### src/rtl/uwire_eeprom_master.sv
module uwire_eeprom_master #(
  parameter int ADDR_W = 7,
  parameter int DIV_W  = 8,
  parameter int TMO_W  = 24
) (
  input  logic              clk,
  input  logic              rst_n,
  input  logic              start,
  input  logic [2:0]        cmd,
  input  logic [ADDR_W-1:0] addr,
  input  logic [15:0]       wdata,
  input  logic              org16,
  input  logic [DIV_W-1:0]  clk_div,
  input  logic [TMO_W-1:0]  poll_limit,
  output logic              busy,
  output logic              done,
  output logic [15:0]       rdata,
  output logic              timeout_err,
  output logic              mw_cs,
  output logic              mw_sck,
  output logic              mw_mosi,
  input  logic              mw_miso
);

  localparam int HEAD_W  = 3 + ADDR_W;
  localparam int FRAME_W = HEAD_W + 16;
  localparam int CNT_W   = $clog2(FRAME_W + 2);
  localparam int HC_W    = DIV_W + 1;

  localparam logic [2:0] C_RD = 3'd0, C_WR = 3'd1, C_ER = 3'd2, C_EN = 3'd3, C_DS = 3'd4;

  typedef enum logic [2:0] {PH_IDLE, PH_GAP, PH_LO, PH_HI, PH_POLL, PH_FIN} ph_e;
  typedef enum logic [3:0] {ST_NONE, ST_EN, ST_ER, ST_PL1, ST_WR, ST_PL2, ST_DS, ST_RD, ST_END} st_e;

  ph_e               ph;
  st_e               step, nxt;
  logic [2:0]        cmd_q;
  logic [ADDR_W-1:0] addr_q;
  logic [15:0]       data_q;
  logic              org_q;
  logic [HC_W-1:0]   hcnt;
  logic [CNT_W-1:0]  bcnt;
  logic [FRAME_W-1:0] shreg;
  logic [15:0]       rx;
  logic [TMO_W-1:0]  tcnt;

  logic [HEAD_W-1:0] ld_head;
  logic [15:0]       ld_pay;
  logic [CNT_W-1:0]  ld_len;
  logic              nxt_frame, nxt_poll;
  logic [HC_W-1:0]   gap_ld, half_ld;

  assign busy    = (ph != PH_IDLE);
  assign done    = (ph == PH_FIN);
  assign mw_mosi = ((ph == PH_LO) || (ph == PH_HI)) && shreg[FRAME_W-1];
  assign gap_ld  = {clk_div, 1'b1};
  assign half_ld = {1'b0, clk_div};

  always_comb begin
    nxt = ST_END;
    unique case (step)
      ST_NONE: begin
        case (cmd_q)
          C_RD:             nxt = ST_RD;
          C_WR, C_ER, C_EN: nxt = ST_EN;
          C_DS:             nxt = ST_DS;
          default:          nxt = ST_END;
        endcase
      end
      ST_EN:   nxt = (cmd_q == C_EN) ? ST_END : ST_ER;
      ST_ER:   nxt = ST_PL1;
      ST_PL1:  nxt = (cmd_q == C_WR && !timeout_err) ? ST_WR : ST_DS;
      ST_WR:   nxt = ST_PL2;
      ST_PL2:  nxt = ST_DS;
      default: nxt = ST_END;
    endcase
  end

  assign nxt_poll  = (nxt == ST_PL1) || (nxt == ST_PL2);
  assign nxt_frame = (nxt == ST_EN) || (nxt == ST_ER) || (nxt == ST_WR) ||
                     (nxt == ST_DS) || (nxt == ST_RD);

  always_comb begin
    ld_head = '0;
    ld_pay  = '0;
    ld_len  = CNT_W'(HEAD_W);
    case (nxt)
      ST_EN: ld_head = {3'b100, 2'b11, {(ADDR_W-2){1'b0}}};
      ST_DS: ld_head = {3'b100, {ADDR_W{1'b0}}};
      ST_ER: ld_head = {3'b111, addr_q};
      ST_WR: begin
        ld_head = {3'b101, addr_q};
        ld_pay  = org_q ? data_q : {data_q[7:0], 8'h00};
        ld_len  = CNT_W'(HEAD_W + (org_q ? 16 : 8));
      end
      ST_RD: begin
        ld_head = {3'b110, addr_q};
        ld_len  = CNT_W'(HEAD_W + 1 + (org_q ? 16 : 8));
      end
      default: ;
    endcase
  end

  always_ff @(posedge clk) begin
    if (!rst_n) begin
      ph          <= PH_IDLE;
      step        <= ST_NONE;
      cmd_q       <= '0;
      addr_q      <= '0;
      data_q      <= '0;
      org_q       <= 1'b0;
      hcnt        <= '0;
      bcnt        <= '0;
      shreg       <= '0;
      rx          <= '0;
      tcnt        <= '0;
      rdata       <= '0;
      timeout_err <= 1'b0;
      mw_cs       <= 1'b0;
      mw_sck      <= 1'b0;
    end else begin
      unique case (ph)
        PH_IDLE: if (start) begin
          cmd_q       <= cmd;
          addr_q      <= addr;
          data_q      <= wdata;
          org_q       <= org16;
          timeout_err <= 1'b0;
          step        <= ST_NONE;
          hcnt        <= gap_ld;
          ph          <= PH_GAP;
        end
        PH_GAP: begin
          if (hcnt != '0) hcnt <= hcnt - HC_W'(1);
          else begin
            step <= nxt;
            if (nxt_frame) begin
              shreg <= {ld_head, ld_pay};
              bcnt  <= ld_len;
              mw_cs <= 1'b1;
              hcnt  <= half_ld;
              ph    <= PH_LO;
            end else if (nxt_poll) begin
              mw_cs <= 1'b1;
              tcnt  <= '0;
              ph    <= PH_POLL;
            end else begin
              ph <= PH_FIN;
            end
          end
        end
        PH_LO: begin
          if (hcnt != '0) hcnt <= hcnt - HC_W'(1);
          else begin
            mw_sck <= 1'b1;
            rx     <= {rx[14:0], mw_miso};
            hcnt   <= half_ld;
            ph     <= PH_HI;
          end
        end
        PH_HI: begin
          if (hcnt != '0) hcnt <= hcnt - HC_W'(1);
          else begin
            mw_sck <= 1'b0;
            shreg  <= shreg << 1;
            bcnt   <= bcnt - CNT_W'(1);
            if (bcnt == CNT_W'(1)) begin
              mw_cs <= 1'b0;
              hcnt  <= gap_ld;
              ph    <= PH_GAP;
              if (step == ST_RD) rdata <= org_q ? rx : {8'h00, rx[7:0]};
            end else begin
              hcnt <= half_ld;
              ph   <= PH_LO;
            end
          end
        end
        PH_POLL: begin
          if (mw_miso) begin
            mw_cs <= 1'b0;
            hcnt  <= gap_ld;
            ph    <= PH_GAP;
          end else if (tcnt == poll_limit) begin
            timeout_err <= 1'b1;
            mw_cs       <= 1'b0;
            hcnt        <= gap_ld;
            ph          <= PH_GAP;
          end else begin
            tcnt <= tcnt + TMO_W'(1);
          end
        end
        PH_FIN:  ph <= PH_IDLE;
        default: ph <= PH_IDLE;
      endcase
    end
  end

endmodule

### config.mk
export PLATFORM = sky130hd
export DESIGN_NAME = uwire_eeprom_master
export DESIGN_NICKNAME = d
export VERILOG_FILES = /design/src/rtl/uwire_eeprom_master.sv
export SDC_FILE = /design/constraint.sdc
export NUM_CORES = 1
export LEC_CHECK = 0
export BUFFER_PORTS_ARGS = -buffer_cell sky130_fd_sc_hd__buf_2
export CAP_MARGIN = 15
export CORE_MARGIN = 8
export CORE_UTILIZATION = 62
export CTS_CLUSTER_SIZE = 10
export DETAILED_ROUTE_END_ITERATION = 16
export GPL_ROUTABILITY_DRIVEN = 0
export HOLD_SLACK_MARGIN = 0.02
export PLACE_DENSITY = 0.95
export SLEW_MARGIN = 20
export SYNTH_ARGS = -nofsm -noshare
export SYNTH_HDL_FRONTEND = slang
export SYNTH_SLANG_ARGS = --single-unit
export TNS_END_PERCENT = 20
### constraint.sdc
create_clock -name clk -period 4.9 [get_ports clk]
set_input_delay 0.245 -clock clk [delete_from_list [all_inputs] [get_ports clk]]
set_output_delay 0.245 -clock clk [all_outputs]
set_load 0.005 [all_outputs]
### After elaboration in Yosys (flattened, before gate mapping)

Cells that the tools add are included.

* add/subtract/negate cells: 5
* equal/unequal tests: 38
* multiplexer cells: 61
* bitwise logic cells: 1
* reduce and logical (&&, ||, !) cells: 33

Operators with widths (count)
* 24-bit two-way mux: 5
* 26-bit two-way mux: 3
* 9-bit two-way mux: 8
* 26-bit one-hot mux with 2 select lines: 1
* 10-bit one-hot mux with 5 select lines: 1
* 16-bit two-way mux: 3
* 24-bit one-hot mux with 2 select lines: 1
* 9-bit one-hot mux with 5 select lines: 1
* 4-bit by 3-bit == test with 1-bit output (second input constant): 7
* 24-bit by 1-bit adder with 24-bit output (second input constant): 1
* 24-bit == test: 1
* 4-bit one-hot mux with 6 select lines: 1
* 3-bit two-way mux: 7
* 5-bit two-way mux: 4
* 2-bit != test (second input constant): 10
* 5-bit one-hot mux with 2 select lines: 2
* 4-bit by 2-bit == test with 1-bit output (second input constant): 4
* 4-bit AND reduction: 4
* 3-bit one-hot mux with 5 select lines: 1
* 1-bit two-way mux: 13
* 3-bit by 2-bit == test with 1-bit output (second input constant): 4
* 4-bit two-way mux: 3
* 4-bit one-hot mux with 3 select lines: 1
* 6-bit AND reduction: 2
* 28 further kinds: 50

* flip-flop bits (word level): 133
* input bits: 63
* output and inout port bits: 22
* logic and storage cells: 153

### Logic depth before layout (Yosys ltp)

* word-level depth: 12
* mapped depth: 12
* depth with buffers taken out: 9

### Least setup slack after synthesis

Ideal clock, no wire load.

* path kind: register to register
* start point: register step[2]
* end point: register tcnt[11]
* setup time: 71 ps
* data arrival time: 2421 ps
* data required time: 4829 ps
* setup slack: 2408 ps
* cell stages (with the launch flop): 10
* buffers on the path: 2
* period minus slack after synthesis: 2492 ps
* cells stage by stage: dfxtp_1 buf_2 or3_4 a2111oi_4 o211a_4 a21o_4 a21boi_2 buf_6 or4_1 a21oi_1

* cells in the longest elaborated chain, start to end: 9
* elaborated cells between the ends (all ways): 22
* classes of those cells: 14 x eq/ne; 1 x mux; 7 x reduce/logical

RTL lines
* start: declaration: RTL line 36 `st_e step, nxt;`
* start signal: assignment: RTL line 136 `step <= nxt;`
* 4-bit by 3-bit == test with 1-bit output (tied with other cells): RTL line 61 `unique case (step)`
* 4-bit one-hot mux with 6 select lines *: RTL line 61
* 4-bit by 1-bit == test with 1-bit output / 4-bit by 2-bit == test with 1-bit output (equally long branches): RTL line 80 `assign nxt_frame = (nxt == ST_EN) || (nxt == ST_ER) || (nxt == ST_WR) ||`
* 1-bit logical OR (3 in series): RTL line 80
* 1-bit logical OR: RTL line 81 `(nxt == ST_DS) || (nxt == ST_RD);`
* 2-bit != test (no source line)
* 6-bit AND reduction (no source line) *
* end signal: assignment: RTL line 189 `tcnt <= tcnt + TMO_W'(1);`
* end: declaration: RTL line 45 `logic [TMO_W-1:0] tcnt;`

Mark *: on every way between the ends. The rest lies on a longest branch, timed or not.
A chain may end at the register's enable or synchronous reset.

### Worst setup path in the final report

* start point: register step[1]
* end point: register shreg[6]

* cells in the longest elaborated chain, start to end: 9
* elaborated cells between the ends (all ways): 22
* classes of those cells: 11 x eq/ne; 5 x mux; 6 x reduce/logical

RTL lines
* 4-bit by 3-bit == test with 1-bit output (tied with other cells): RTL line 61
* 4-bit one-hot mux with 6 select lines *: RTL line 61
* 4-bit by 1-bit == test with 1-bit output / 4-bit by 2-bit == test with 1-bit output (equally long branches): RTL line 80
* 1-bit logical OR (3 in series): RTL line 80
* 1-bit logical OR: RTL line 81
* 2-bit != test (no source line)
* 4-bit AND reduction (no source line)
* end signal: assignment: RTL line 138 `shreg <= {ld_head, ld_pay};`
* end signal: assignment: RTL line 165 `shreg <= shreg << 1;`
* end: declaration: RTL line 43 `logic [FRAME_W-1:0] shreg;`

Mark *: on every way between the ends. The rest lies on a longest branch, timed or not. The select of a mux whose other input is x is not followed.

==> reports/qor.yml <==
outcome:
  outcome: "completed"
power:
  peakVddDrop_mv: 0.3807
  totalPowerFinal_mw: 3.386
  p_leak_nw: 2.860
  power_density_nw_per_um2: 435.7
sta:
  relSlewSlack_pct: 31.11
  min_period_over_period_pct: 69.86
  drv_slew: 0
  fin_worst_skew_ns: 0.007955
  fmax_mhz: 292.1
  hold_violations: 0
  rsz0062_at_grt: "false"
  hold_ws_ns: 0.1014
  setup_violations: 0
  worstMarginPinSlew_ns: 1.019
  fin_tns_setup_ns: 0
  min_period_ns: 3.423
synth:
  yosys.area.top_type: "dfxtp_1"
  synth_top_area_share_pct: 40.83
  synth.distinct_cells: 66
  postSynthCellCount: 823
  syn_area_um2: 6521
  ys_seq_area_share_pct: 40.83
  yosys-top-cells-area: "dfxtp_1, nand2_1, a21oi_1, nor2_1, xnor2_1"
  synth_edf_count: 0
  synth_top_flop_cell: "dfxtp_1"
  syn_nets: 890
  async_reset_ff_share_pct: 0
  syn_area_per_cell_um2: 7.924
  ys_ff_latch: 133
  synth_warnings: 0
floorplan:
  ioPinCount: 85
  die_h_um: 118.6
  row_count: 37
  die_w_um: 118.6
  die_area_um2: 14060
  initial_utilization_pct: 63.45
  coreArea_um2: 10280
routing:
  ant_nets: 0
  drtPass1Iterations: 5
  route.vias.total: 6659
  routed_wl_mm: 18.66
  drc: 0
  avgRoutedWirePerCell_um: 17.72
  viasPerCell: 6.324
  drtIter0Drc: 964
global_routing:
  grt_pass1_wl_mm: 30.52
  grt_overflow: 0
  grt_max_degree: 89
  grt_pass1_vias: 6402
  antenna_found_initial: 1
  gr-usage-all-layers_pct: 25.91
cts:
  cts_tree: "done"
  holdBufCountCts: 29
  clock_sinks: 133
  clkTransAtPathRegs_ns: 0.06
  cts_root_buf: "clkbuf_8"
  clock_latency_ns: 0.53
  post_cts_buffers: 0
  cts_buffer_depth: 2
  cts_buffers: 17
  htree_levels: 4
  cts_resized: 0
worst_setup_path:
  startpoint: "step[1]"
  reg2reg_slack_ns: 1.48
  cp-start-kind: "register"
  end_kind: "register"
  setup.worst_path.end: "shreg[6]"
  crit_type: "register to register"
  reg2reg_depth: 7
  r2r-end: "shreg[6]"
  crit_fanout: 30
  arrival_ns: 3.88
  required_ns: 5.36
  r2r_start: "step[1]"
hold_path:
  holdCritPathClass: "primary input to register"
placed_design:
  dp_hpwl_mm: 10.93
  placed_area_um2: 6938
  io_buffers: 84
  dp_cells: 994
finish:
  finalNetCount: 973
  drive_gt1_share_pct: 15.17
  fillerInstances: 700
  syn_to_final_growth_pct: 19.17
  final_cells: 1053
  fin_area_um2: 7771
flow_run:
  drv_cap: 0
## sequential cells by signal, summed over array words and instances, names as in the netlist
register	cells
mw_cs	1
rdata	16
cmd_q	3
bcnt	5
mw_sck	1
addr_q	7
shreg	26
hcnt	9
step	4
org_q	1
tcnt	24
ph	3
rx	16
data_q	16
timeout_err	1
## power breakdown
| group | internal, mW | switching (mW) | leakage, nW |
|---|---|---|---|
| Clock | 0.717 | 0.447 | 0.260 |
| Sequential | 1.18 | 0.112 | 1.08 |
| Combinational | 0.359 | 0.570 | 1.52 |
## per-stage QoR
step | setup slack, ns | util [%]
floorplan | 2.408 | -
global placement | 1.712 | 67.51
detailed placement | 1.614 | 67.51
CTS | 1.628 | 75.51
global route | 1.281 | 75.61
finish | 1.477 | 75.61
## layout by cell type (no fill, tap or decap), drive strengths merged, types with 14 or more instances in the layout
cell,netlist,routed
xnor2,28,28
nand3,23,23
a221oi,22,22
nor3,18,18
inv,17,17
nand2,155,155
o21ai,35,35
buf,12,90
clkbuf,43,25
dfxtp,133,133
dlygate4sd3,0,29
nor2,69,69
o31ai,15,15
a21oi,98,98
or4,14,14
## logic make-up after synthesis
family                   synth area share, %
flip-flops                             40.83
multiplexers                           1.995
buffers and inverters                  4.489
AND/OR/NAND/NOR                        25.04
adder cells (fa/ha/maj)               0.7675
XOR/XNOR                               4.029
AO/OA/AOI/OAI                          22.85
## worst max-delay path, stage by stage, from the launching register on
cell      delay, ns
dfxtp_1        0.58
or3b_2         0.48
a21oi_1        0.39
nor3_4         0.10
a211oi_4       0.48
o21a_1         0.82
o21ai_0        0.30
nor2_1         0.20
## worst min path at each step
| stage | from | end | depth (start not counted) |
|---|---|---|---|
| after CTS | clk_div[5] | hcnt[6] | 3 |
| final | clk_div[5] | hcnt[6] | 3 |
| after floorplan | addr[0] | addr_q[0] | 2 |
| after global placement | rdata[11] | rdata[11] | 2 |
| after detailed placement | rdata[13] | rdata[13] | 2 |
| after global routing | clk_div[5] | hcnt[6] | 3 |
## final cells by class
| class | count | area (um2) | share of cell area [%] |
|---|---|---|---|
| clock inverter | 4 | 47.55 | 0.6118 |
| multi-input combinational | 618 | 3585 | 46.13 |
| antenna | 1 | 2.502 | 0.03220 |
| tap | 136 | 170.2 | 2.190 |
| inverter | 17 | 63.81 | 0.8211 |
| sequential | 133 | 2663 | 34.26 |
| timing repair buffer | 119 | 755.7 | 9.725 |
| clock buffer | 25 | 484.2 | 6.231 |
## cell usage after synthesis, drive strengths merged (2+ instances only)
cell and number:
a21bo 2, inv 17, o311ai 2, nand4 10, a31oi 7, a221oi 22
clkbuf 43, a21oi 98, o211a 2, nand3 23, a21o 2, mux2i 13
nand3b 4, o311a 2, or3b 2, nor2b 4, nor3 18, or2 2
nor4b 4, or4 14, and4 3, o21ai 35, a211oi 4, and3 7
o221ai 2, or3 5, xnor2 28, o31ai 15, xor2 2, ha 4
buf 12, nor2 69, o221a 2, nand2 155, o211ai 11, nand2b 12
and2 8, a32oi 2, o21a 3, nor4 3, dfxtp 133, a211o 5
## layer usage
| metal | wire [um] | GRT usage (%) | up-vias |
|---|---|---|---|
| li1 | - | - | 3095 |
| met1 | 7377 | 30.27 | 3090 |
| met2 | 8950 | 42.56 | 413 |
| met3 | 1710 | 7.758 | 61 |
| met4 | 622 | 12.73 | 0 |
| met5 | 0 | 0 | - |
No activity file was read; power rests on OpenSTA's default activity.
